[config.mk]
export PLATFORM = sky130hd
export DESIGN_NAME = split_reload_timer
export DESIGN_NICKNAME = d
export VERILOG_FILES = /design/src/rtl/tmr_pkg.sv /design/src/rtl/tmr_tick_gen.sv /design/src/rtl/tmr_count_core.sv /design/src/rtl/tmr_flag_bit.sv /design/src/rtl/split_reload_timer.sv
export SDC_FILE = /design/constraint.sdc
export NUM_CORES = 1
export LEC_CHECK = 0
export ABC_AREA = 1
export CELL_PAD_IN_SITES_DETAIL_PLACEMENT = 1
export CELL_PAD_IN_SITES_GLOBAL_PLACEMENT = 2
export CORE_MARGIN = 3
export CORE_UTILIZATION = 31
export CTS_CLUSTER_DIAMETER = 200
export CTS_CLUSTER_SIZE = 28
export DETAILED_ROUTE_END_ITERATION = 10
export DONT_BUFFER_PORTS = 1
export GPL_ROUTABILITY_DRIVEN = 0
export PLACE_DENSITY = 0.79
export SLEW_MARGIN = 15
export SYNTH_ARGS = -nofsm -noshare
export SYNTH_HDL_FRONTEND = slang
export SYNTH_SLANG_ARGS = --single-unit
export TNS_END_PERCENT = 20
[constraint.sdc]
create_clock -name clk -period 1.4 [get_ports clk]
set_input_delay 0.42 -clock clk [delete_from_list [all_inputs] [get_ports clk]]
set_output_delay 0.42 -clock clk [all_outputs]
set_load 0.05 [all_outputs]
[src/rtl/tmr_pkg.sv]
package tmr_pkg;
  localparam int BYTE_W = 8;

  typedef enum logic [1:0] {
    SRC_SYS   = 2'b00,
    SRC_SLOW  = 2'b01,
    SRC_EXT   = 2'b10,
    SRC_EXT_B = 2'b11
  } tick_src_e;

  // One byte step: wrap to the reload byte, else increment.
  function automatic logic [BYTE_W-1:0] byte_step(input logic [BYTE_W-1:0] cur,
                                                  input logic [BYTE_W-1:0] rld);
    return (cur == {BYTE_W{1'b1}}) ? rld : cur + 1'b1;
  endfunction

  // Full-width step for the joined mode.
  function automatic logic [2*BYTE_W-1:0] word_step(input logic [2*BYTE_W-1:0] cur,
                                                    input logic [2*BYTE_W-1:0] rld);
    return (cur == {2*BYTE_W{1'b1}}) ? rld : cur + 1'b1;
  endfunction
endpackage

[src/rtl/tmr_tick_gen.sv]
module tmr_tick_gen #(
  parameter int DIV_SLOW    = 12,
  parameter int DIV_EXT     = 8,
  parameter int SYNC_STAGES = 2
) (
  input  logic       clk,
  input  logic       rst_n,
  input  logic       ext_clk,
  input  logic [1:0] src_sel,
  output logic       tick
);
  import tmr_pkg::*;
  localparam int SW = $clog2(DIV_SLOW);
  localparam int XW = $clog2(DIV_EXT);

  logic [SYNC_STAGES-1:0] sync_q;
  logic                   prev_q;
  logic                   ext_rise;
  logic [SW-1:0]          slow_cnt;
  logic [XW-1:0]          ext_cnt;
  logic                   slow_tick, ext_tick;

  genvar g;
  generate
    for (g = 0; g < SYNC_STAGES; g++) begin : g_sync
      if (g == 0) begin : g_first
        always_ff @(posedge clk or negedge rst_n)
          if (!rst_n) sync_q[0] <= 1'b0;
          else        sync_q[0] <= ext_clk;
      end else begin : g_next
        always_ff @(posedge clk or negedge rst_n)
          if (!rst_n) sync_q[g] <= 1'b0;
          else        sync_q[g] <= sync_q[g-1];
      end
    end
  endgenerate

  always_ff @(posedge clk or negedge rst_n)
    if (!rst_n) prev_q <= 1'b0;
    else        prev_q <= sync_q[SYNC_STAGES-1];

  assign ext_rise = sync_q[SYNC_STAGES-1] & ~prev_q;

  always_ff @(posedge clk or negedge rst_n)
    if (!rst_n)                              slow_cnt <= '0;
    else if (slow_cnt == SW'(DIV_SLOW - 1))  slow_cnt <= '0;
    else                                     slow_cnt <= slow_cnt + 1'b1;

  assign slow_tick = (slow_cnt == SW'(DIV_SLOW - 1));

  always_ff @(posedge clk or negedge rst_n)
    if (!rst_n)        ext_cnt <= '0;
    else if (ext_rise) ext_cnt <= (ext_cnt == XW'(DIV_EXT - 1)) ? '0 : ext_cnt + 1'b1;

  assign ext_tick = ext_rise & (ext_cnt == XW'(DIV_EXT - 1));

  always_comb begin
    unique case (tick_src_e'(src_sel))
      SRC_SYS:  tick = 1'b1;
      SRC_SLOW: tick = slow_tick;
      default:  tick = ext_tick;
    endcase
  end

  // the synchronized edge is a single-cycle pulse
  a_r6_rise_single: assert property (@(posedge clk) disable iff (!rst_n)
    ext_rise |=> !ext_rise);
  // the slow divider never runs past its terminal value
  a_r6_slow_range: assert property (@(posedge clk) disable iff (!rst_n)
    slow_tick |=> (slow_cnt == '0));
endmodule

[src/rtl/tmr_count_core.sv]
module tmr_count_core #(
  parameter int BW = tmr_pkg::BYTE_W
) (
  input  logic          clk,
  input  logic          rst_n,
  input  logic          tick,
  input  logic          split,
  input  logic          wr_lo,
  input  logic          wr_hi,
  input  logic [BW-1:0] wdata_lo,
  input  logic [BW-1:0] wdata_hi,
  input  logic [BW-1:0] rld_lo,
  input  logic [BW-1:0] rld_hi,
  output logic [BW-1:0] cnt_lo,
  output logic [BW-1:0] cnt_hi,
  output logic          ev_lo,
  output logic          ev_hi
);
  import tmr_pkg::*;
  localparam logic [BW-1:0] TOP = {BW{1'b1}};

  logic          tick_eff;
  logic [BW-1:0] nxt_lo, nxt_hi;

  assign tick_eff = tick & ~(wr_lo | wr_hi);
  assign ev_lo    = tick_eff & (cnt_lo == TOP);
  assign ev_hi    = tick_eff & (cnt_hi == TOP) & (split | (cnt_lo == TOP));

  always_comb begin
    if (split) begin
      nxt_lo = byte_step(cnt_lo, rld_lo);
      nxt_hi = byte_step(cnt_hi, rld_hi);
    end else begin
      {nxt_hi, nxt_lo} = word_step({cnt_hi, cnt_lo}, {rld_hi, rld_lo});
    end
  end

  always_ff @(posedge clk or negedge rst_n)
    if (!rst_n) begin
      cnt_lo <= '0;
      cnt_hi <= '0;
    end else if (wr_lo || wr_hi) begin
      if (wr_lo) cnt_lo <= wdata_lo;
      if (wr_hi) cnt_hi <= wdata_hi;
    end else if (tick_eff) begin
      cnt_lo <= nxt_lo;
      cnt_hi <= nxt_hi;
    end

  // no tick and no write leaves the count unchanged
  a_r2_hold: assert property (@(posedge clk) disable iff (!rst_n)
    (!tick && !wr_lo && !wr_hi) |=> ($stable(cnt_lo) && $stable(cnt_hi)));
  // joined wrap loads the reload pair
  a_r3_reload: assert property (@(posedge clk) disable iff (!rst_n)
    (tick_eff && !split && cnt_lo == TOP && cnt_hi == TOP)
      |=> ({cnt_hi, cnt_lo} == $past({rld_hi, rld_lo})));
  // split low byte reloads from its own byte
  a_r5_split_lo: assert property (@(posedge clk) disable iff (!rst_n)
    (tick_eff && split && cnt_lo == TOP) |=> (cnt_lo == $past(rld_lo)));
  // a count write suppresses overflow events
  a_r9_write_no_event: assert property (@(posedge clk) disable iff (!rst_n)
    (wr_lo || wr_hi) |-> (!ev_lo && !ev_hi));
endmodule

[src/rtl/tmr_flag_bit.sv]
module tmr_flag_bit (
  input  logic clk,
  input  logic rst_n,
  input  logic set,
  input  logic clr,
  output logic q
);
  always_ff @(posedge clk or negedge rst_n)
    if (!rst_n)   q <= 1'b0;
    else if (set) q <= 1'b1;
    else if (clr) q <= 1'b0;

  // set has priority over clear
  a_r7_set_wins: assert property (@(posedge clk) disable iff (!rst_n)
    set |=> q);
  // flag is sticky without a clear
  a_r7_sticky: assert property (@(posedge clk) disable iff (!rst_n)
    (q && !clr) |=> q);
endmodule

[src/rtl/split_reload_timer.sv]
module split_reload_timer #(
  parameter int BW          = tmr_pkg::BYTE_W,
  parameter int DIV_SLOW    = 12,
  parameter int DIV_EXT     = 8,
  parameter int SYNC_STAGES = 2
) (
  input  logic            clk,
  input  logic            rst_n,
  input  logic            ext_clk,
  input  logic            run_en,
  input  logic            split_mode,
  input  logic [1:0]      src_sel,
  input  logic            irq_en,
  input  logic            lo_irq_en,
  input  logic            cnt_wr_lo,
  input  logic            cnt_wr_hi,
  input  logic [2*BW-1:0] cnt_wdata,
  input  logic            rld_wr_lo,
  input  logic            rld_wr_hi,
  input  logic [2*BW-1:0] rld_wdata,
  input  logic            flag_clr_hi,
  input  logic            flag_clr_lo,
  output logic [2*BW-1:0] cnt_q,
  output logic [2*BW-1:0] rld_q,
  output logic            flag_hi,
  output logic            flag_lo,
  output logic            irq
);
  logic          src_tick, run_tick;
  logic [BW-1:0] rld_lo_q, rld_hi_q, cnt_lo, cnt_hi;
  logic          ev_lo, ev_hi;
  logic [1:0]    flag_set, flag_clr, flag_q;

  tmr_tick_gen #(.DIV_SLOW(DIV_SLOW), .DIV_EXT(DIV_EXT), .SYNC_STAGES(SYNC_STAGES)) u_tick (
    .clk(clk), .rst_n(rst_n), .ext_clk(ext_clk), .src_sel(src_sel), .tick(src_tick));

  assign run_tick = src_tick & run_en;

  always_ff @(posedge clk or negedge rst_n)
    if (!rst_n) begin
      rld_lo_q <= '0;
      rld_hi_q <= '0;
    end else begin
      if (rld_wr_lo) rld_lo_q <= rld_wdata[BW-1:0];
      if (rld_wr_hi) rld_hi_q <= rld_wdata[2*BW-1:BW];
    end

  tmr_count_core #(.BW(BW)) u_core (
    .clk(clk), .rst_n(rst_n), .tick(run_tick), .split(split_mode),
    .wr_lo(cnt_wr_lo), .wr_hi(cnt_wr_hi),
    .wdata_lo(cnt_wdata[BW-1:0]), .wdata_hi(cnt_wdata[2*BW-1:BW]),
    .rld_lo(rld_lo_q), .rld_hi(rld_hi_q),
    .cnt_lo(cnt_lo), .cnt_hi(cnt_hi), .ev_lo(ev_lo), .ev_hi(ev_hi));

  // index 0: low flag, index 1: high flag
  assign flag_set[0] = ev_lo & (split_mode | lo_irq_en);
  assign flag_set[1] = ev_hi;
  assign flag_clr    = {flag_clr_hi, flag_clr_lo};

  genvar f;
  generate
    for (f = 0; f < 2; f++) begin : g_flag
      tmr_flag_bit u_flag (.clk(clk), .rst_n(rst_n), .set(flag_set[f]),
                           .clr(flag_clr[f]), .q(flag_q[f]));
    end
  endgenerate

  assign cnt_q   = {cnt_hi, cnt_lo};
  assign rld_q   = {rld_hi_q, rld_lo_q};
  assign flag_lo = flag_q[0];
  assign flag_hi = flag_q[1];
  assign irq     = irq_en & (flag_hi | (lo_irq_en & flag_lo));

  // interrupt only with the enable and a qualifying flag
  a_r8_irq_gate: assert property (@(posedge clk) disable iff (!rst_n)
    irq |-> (irq_en && (flag_hi || flag_lo)));
  // in joined mode a masked low wrap never sets the low flag
  a_r4_lo_masked: assert property (@(posedge clk) disable iff (!rst_n)
    (!flag_lo && !split_mode && !lo_irq_en) |=> !flag_lo);
  // counting never happens with run disabled
  a_r2_run_gate: assert property (@(posedge clk) disable iff (!rst_n)
    (!run_en && !cnt_wr_lo && !cnt_wr_hi) |=> $stable(cnt_q));
endmodule

Word level (Yosys, flattened, before mapping)

Cells that the tools add are included.
W data, S select, Z words.

Add/sub/neg operators: 5
Muxes and demuxes: 18
Equal/unequal tests: 8
Reduce and logical (&&, ||, !) cells: 7
Bitwise operators: 16

Operator list:

| kind                    | count |
|---|---|
| $mux W8                 | 10 |
| $add A16 B1 Y16 const B | 1 |
| $add A8 B1 Y8 const B   | 2 |
| $eq A16 B16 Y1 const B  | 1 |
| $eq A8 B8 Y1 const B    | 2 |
| $mux W16                | 1 |
| $and A1 B1 Y1           | 10 |
| $reduce_bool A2 Y1      | 3 |
| $add A4 B1 Y4 const B   | 1 |
| $eq A4 B4 Y1 const B    | 1 |
| $mux W1                 | 4 |
| $mux W4                 | 1 |
| $ne A2 B2 Y1 const B    | 2 |
| $or A1 B1 Y1            | 4 |
| $reduce_and A2 Y1       | 2 |
| $add A3 B1 Y3 const B   | 1 |
| $eq A3 B3 Y1 const B    | 1 |
| $mux W3                 | 1 |
| $eq A2 B1 Y1 const B    | 1 |
| $logic_not A2 Y1        | 1 |
| $not A1 Y1              | 2 |
| $pmux W1 S2             | 1 |
| $logic_or A1 B1 Y1      | 1 |

Input port bits: 47
Output and inout bits: 35
Logic and storage cells: 65
Flip-flop bits (word level): 44

Longest topological paths before layout

Depth in word-level cells: 9
Mapped depth: 12
Depth with buffers taken out: 12

Modules after synthesis

A second synthesis with hierarchy kept.

Cell total of the unflattened synthesis: 389
Area, all modules: 2705.1 um2

By module, submodules not included:

| module             | instances | sequential area each (um2) | area an instance (um2) | cells each |
|---|---|---|---|---|
| tmr_count_core     | 1         | 400.4                      | 1555.2                 | 264 |
| split_reload_timer | 1         | 400.4                      | 654.4                  | 73 |
| tmr_tick_gen       | 1         | 250.2                      | 415.4                  | 42 |
| tmr_flag_bit       | 2         | 25.0                       | 40.0                   | 5 |

Worst setup path after synthesis

No wires, ideal clock.

Path kind: register to output
Start point: register g_flag[1].u_flag.q
End point: output irq
Buffers on the path: 0
Data arrival time: 1.868 ns
Cell stages (with the launch flop): 3
Setup slack: -0.888 ns
Data required time: 0.980 ns
Cell sequence: dfrtp_1 > inv_1 > a21boi_0

Longest elaborated chain between the ends: 2

RTL lines:

| what                   | RTL line                 | source |
|---|---|---|
| start, declared        | tmr_flag_bit.sv:6        | `output logic q` |
| start signal, assigned | tmr_flag_bit.sv:9        | `if (!rst_n) q <= 1'b0;` |
| start signal, assigned | tmr_flag_bit.sv:10       | `else if (set) q <= 1'b1;` |
| start signal, assigned | tmr_flag_bit.sv:11       | `else if (clr) q <= 1'b0;` |
| $or A1 B1 Y1           | split_reload_timer.sv:72 | `assign irq = irq_en & (flag_hi \| (lo_irq_en & flag_lo));` |
| $and A1 B1 Y1          | split_reload_timer.sv:72 |  |
| end, declared          | split_reload_timer.sv:27 | `output logic irq` |

Every way passes these cells.

Worst setup path after layout

Start point: register u_tick.ext_cnt[1]
End point: register u_core.cnt_lo[3]

Longest elaborated chain between the ends: 7

RTL lines:

| what                                | RTL line                 | source |
|---|---|---|
| start, declared                     | tmr_tick_gen.sv:20       | `logic [XW-1:0] ext_cnt;` |
| start signal, assigned              | tmr_tick_gen.sv:53       | `else if (ext_rise) ext_cnt <= (ext_cnt == XW'(DIV_EXT - 1)) ? '0 : ext_cnt + 1'b1;` |
| $eq A3 B3 Y1                        | tmr_tick_gen.sv:55       | `assign ext_tick = ext_rise & (ext_cnt == XW'(DIV_EXT - 1));` |
| $and A1 B1 Y1                       | tmr_tick_gen.sv:55       |  |
| $pmux W1 S2                         | tmr_tick_gen.sv:58       | `unique case (tick_src_e'(src_sel))` |
| $and A1 B1 Y1                       | split_reload_timer.sv:37 | `assign run_tick = src_tick & run_en;` |
| $and A1 B1 Y1                       | tmr_count_core.sv:25     | `assign tick_eff = tick & ~(wr_lo \| wr_hi);` |
| $reduce_bool A2 Y1 (no source line) | -                        |  |
| $reduce_and A2 Y1 (no source line)  | -                        |  |
| end signal, assigned                | tmr_count_core.sv:43     | `if (wr_lo) cnt_lo <= wdata_lo;` |
| end signal, assigned                | tmr_count_core.sv:46     | `cnt_lo <= nxt_lo;` |
| end, declared                       | tmr_count_core.sv:14     | `output logic [BW-1:0] cnt_lo,` |

Every way passes these cells.
A chain may end at the register's enable or synchronous reset.

==> out/qor.json <==
{
  "die_height": {"value": 98.5, "unit": "µm"},
  "r2r_end": {"value": "u_core.cnt_lo[3]"},
  "post_layout_nonfiller_instances": {"value": 555},
  "run_status": {"value": "finished with violations"},
  "num_antenna_cells": {"value": 0},
  "slew_violations": {"value": 0},
  "period_utilisation_layout": {"value": 117, "unit": "%"},
  "detail_route.first_pass.iterations": {"value": 4},
  "final_layout_size_suffix_gt1_share": {"value": 41.1, "unit": "%"},
  "syn_area": {"value": 2650, "unit": "µm²"},
  "worstSetupEndpointType": {"value": "register"},
  "cts-buffers-inserted": {"value": 5},
  "syn_inst": {"value": 355},
  "grt_total_ovfl": {"value": 0},
  "io_count": {"value": 82},
  "synth_seq_cells": {"value": 44},
  "first_pass_grt_wire_length": {"value": 15600, "unit": "µm"},
  "r2r_start": {"value": "u_tick.ext_cnt[1]"},
  "timing.final.hold_violations": {"value": 44},
  "placeableCoreArea": {"value": 8260, "unit": "µm²"},
  "starting_density_of_the_core": {"value": 32.1, "unit": "%"},
  "min_period": {"value": 1.64, "unit": "ns"},
  "synth.lib_cells_used.distinct": {"value": 30},
  "mostFrequentLayoutCell": {"value": "sky130_fd_sc_hd__nand2_1"},
  "static_leakage": {"value": 0.00189, "unit": "µW"},
  "grt_setup_unrepaired": {"value": "yes"},
  "portBuffers": {"value": 0},
  "wl_per_cell": {"value": 16.9, "unit": "µm"},
  "cp-startpoint": {"value": "u_tick.ext_cnt[1]"},
  "power.ir.vdd_worst": {"value": 0.462, "unit": "mV"},
  "clock_tree.buffer_depth": {"value": 2},
  "reg2reg_depth": {"value": 10},
  "cp_data_required_time": {"value": 1.63, "unit": "ns"},
  "drtIter0Drc": {"value": 112},
  "post_synth_net_total": {"value": 407},
  "yosysSeqAreaShare": {"value": 41.5, "unit": "%"},
  "drc_markers": {"value": 0},
  "via_count_of_the_first_global_routing_pass": {"value": 3108},
  "fmax": {"value": 608, "unit": "MHz"},
  "fin_area": {"value": 3900, "unit": "µm²"},
  "numClockSinks": {"value": 44},
  "syn_avg_cell_area": {"value": 7.46, "unit": "µm²"},
  "criticalPathCategory": {"value": "register to register"},
  "design.final.nets": {"value": 501},
  "clk_latency": {"value": 0.31, "unit": "ns"},
  "worst_clock_skew": {"value": 0.0145, "unit": "ns"},
  "worst_hold_path_type": {"value": "primary input to asynchronous set/reset pin"},
  "groute.usage.overall": {"value": 19.9, "unit": "%"},
  "endpoints_failing_setup": {"value": 25},
  "power.density_cell_area": {"value": 1070, "unit": "nW/µm²"},
  "final_cell_mix": {"value": "sky130_fd_sc_hd__nand2_1, sky130_fd_sc_hd__buf_4, sky130_fd_sc_hd__inv_1"},
  "grt_antenna_before_repair": {"value": 0},
  "timing.critical_path.arrival": {"value": 1.88, "unit": "ns"},
  "postRouteAntennaNets": {"value": 0},
  "die_width": {"value": 98.5, "unit": "µm"},
  "wirelength": {"value": 9370, "unit": "µm"},
  "cp_max_fo": {"value": 8},
  "cpPeakStageDelay": {"value": 0.37, "unit": "ns"},
  "ys_warn_count": {"value": 0},
  "postPlaceCellArea": {"value": 3460, "unit": "µm²"},
  "fin_util": {"value": 47.2, "unit": "%"},
  "path_cells": {"value": "ha_2 -> ha_4 -> inv_2 -> o21ai_4 -> nand4_4 -> nand2_4 -> clkinvlp_4 -> nor2_2 -> nand2_1 -> o21ai_1"},
  "detailed_place_hpwl": {"value": 7130, "unit": "µm"},
  "timing.final.ws_setup": {"value": -0.243, "unit": "ns"},
  "regToRegSetupSlack": {"value": -0.24, "unit": "ns"},
  "violated_checks": {"value": "negative hold slack, negative setup slack"},
  "htree_num_levels": {"value": 2},
  "grt_start_max_net_pins": {"value": 45},
  "syn_to_final_growth": {"value": 47.1, "unit": "%"},
  "timing.hold.ws": {"value": -0.207, "unit": "ns"},
  "timing.max_slew.rel_slack": {"value": 77.0, "unit": "%"},
  "transition_time_at_the_pin_with_the_least_slew_margin": {"value": 0.344, "unit": "ns"},
  "fill_cells": {"value": 1022},
  "core.rowCount": {"value": 33},
  "clock_transition_time_at_the_flip_flop_clock_pins_of_the_worst_setup_and_hold_paths": {"value": 0.10, "unit": "ns"},
  "totalNegativeSetupSlack": {"value": -3.66, "unit": "ns"},
  "die_area": {"value": 9690, "unit": "µm²"},
  "routed-via-count": {"value": 2790},
  "cts_tree": {"value": "yes"},
  "critical_path.slowest_cell": {"value": "sky130_fd_sc_hd__dfrtp_1"},
  "drv_cap": {"value": 0},
  "ctsRootBufferMaster": {"value": "sky130_fd_sc_hd__clkbuf_8"},
  "cp-start-kind": {"value": "register"},
  "dp_cells": {"value": 538},
  "viasPerCell": {"value": 5.03}
}
==> worst max-delay path by stage <==
stage,end,slack (ns),cells after the start
3_3_place_gp,u_core.cnt_hi[5],-0.19,10
2_1_floorplan,u_core.cnt_lo[0],-0.28,11
6_report,u_core.cnt_lo[3],-0.24,10
5_1_grt,u_core.cnt_lo[3],-0.41,10
4_1_cts,u_core.cnt_lo[6],-0.26,10
3_5_place_dp,u_core.cnt_lo[6],-0.28,10
==> layout make-up <==
type,instances,area (µm²),share of cell area (%)
Tap cell,105,131,3.37
Inverter,45,178,4.56
Clock inverter,3,46.3,1.19
Multi-Input combinational cell,260,1550,39.8
Clock buffer,5,68.8,1.77
Sequential cell,44,1120,28.9
Timing Repair Buffer,93,798,20.5
==> critical path: cells and delay by family (launching register included) <==
kind | cells | cell delay (ns)
AND/OR/NAND/NOR | 4 | 0.47
buffers and inverters | 2 | 0.22
AO/OA/AOI/OAI | 2 | 0.19
flip-flops | 1 | 0.37
adder cells (fa/ha/maj) | 2 | 0.33
==> what timing repair did <==
item,CTS,global route
endpoints found under the hold margin,44,44
endpoints found under the setup margin,28,34
buffers inserted,5,4
pin swaps,16,12
resized for setup,47,28
==> synth_stat cells <==
library cell / number / area, µm²
sky130_fd_sc_hd__mux2_2: 6 / 67.6
sky130_fd_sc_hd__nand2_4: 4 / 45.0
sky130_fd_sc_hd__inv_1: 41 / 154
sky130_fd_sc_hd__a21boi_0: 4 / 30.0
sky130_fd_sc_hd__a31oi_1: 1 / 6.26
sky130_fd_sc_hd__buf_6: 1 / 11.3
sky130_fd_sc_hd__dfrtp_1: 44 / 1100
sky130_fd_sc_hd__nand4_2: 1 / 12.5
sky130_fd_sc_hd__inv_2: 3 / 11.3
sky130_fd_sc_hd__o21ai_2: 1 / 8.76
sky130_fd_sc_hd__clkinv_1: 1 / 3.75
sky130_fd_sc_hd__nor2_2: 2 / 12.5
sky130_fd_sc_hd__nand2_2: 5 / 31.3
sky130_fd_sc_hd__o21ai_0: 30 / 150
sky130_fd_sc_hd__a21oi_1: 9 / 45.0
sky130_fd_sc_hd__buf_2: 2 / 10.0
sky130_fd_sc_hd__nand3_1: 37 / 185
sky130_fd_sc_hd__nand2_1: 93 / 349
sky130_fd_sc_hd__nand4_1: 3 / 18.8
sky130_fd_sc_hd__o31ai_1: 1 / 7.51
sky130_fd_sc_hd__xor2_1: 2 / 17.5
sky130_fd_sc_hd__nor2_1: 37 / 139
sky130_fd_sc_hd__o211ai_2: 3 / 37.5
sky130_fd_sc_hd__a21oi_2: 1 / 8.76
sky130_fd_sc_hd__nor2_4: 3 / 33.8
sky130_fd_sc_hd__clkbuf_1: 3 / 11.3
sky130_fd_sc_hd__o21ai_1: 5 / 25.0
sky130_fd_sc_hd__ha_1: 5 / 62.6
sky130_fd_sc_hd__xnor2_1: 4 / 35.0
sky130_fd_sc_hd__o22ai_1: 3 / 18.8
==> power by group <==
group / internal [µW] / switching, µW
combinational: 629 / 893
clock: 539 / 511
sequential: 1430 / 188
total: 2600 / 1590
==> per-layer routing <==
metal	vias to the layer above	part of all wire, %	global-route usage [%]
met5	-	0	0
met4	0	1.0	4.20
met3	8	5.2	5.80
met2	56	52	35.5
met1	1389	42	23.8
li1	1337	-	-
==> metrics by stage <==
stage          setup WS (ns)  power, µW
2_1_floorplan         -0.281       2420
3_3_place_gp          -0.187       2870
3_5_place_dp          -0.282       2930
4_1_cts               -0.262       4130
5_1_grt               -0.410       4430
6_report              -0.243       4190
==> sequential cells by signal (all words and copies together), names as in the netlist <==
name,cells
g_flag.u_flag.q,2
u_core.cnt_hi,8
u_tick.ext_cnt,3
u_tick.sync_q,2
u_tick.prev_q,1
rld_hi_q,8
u_tick.slow_cnt,4
rld_lo_q,8
u_core.cnt_lo,8
==> cell families (layout without fill, tap and decap cells) <==
logic type / Yosys count / after routing / synth area share [%]
AO/OA/AOI/OAI: 58 / 58 / 12.7
multiplexers: 6 / 6 / 2.55
flip-flops: 44 / 44 / 41.5
AND/OR/NAND/NOR: 185 / 185 / 31.2
buffers and inverters: 51 / 146 / 7.60
adder cells (fa/ha/maj): 5 / 5 / 2.36
XOR/XNOR: 6 / 6 / 1.98
No activity file was read; power rests on OpenSTA's default activity.
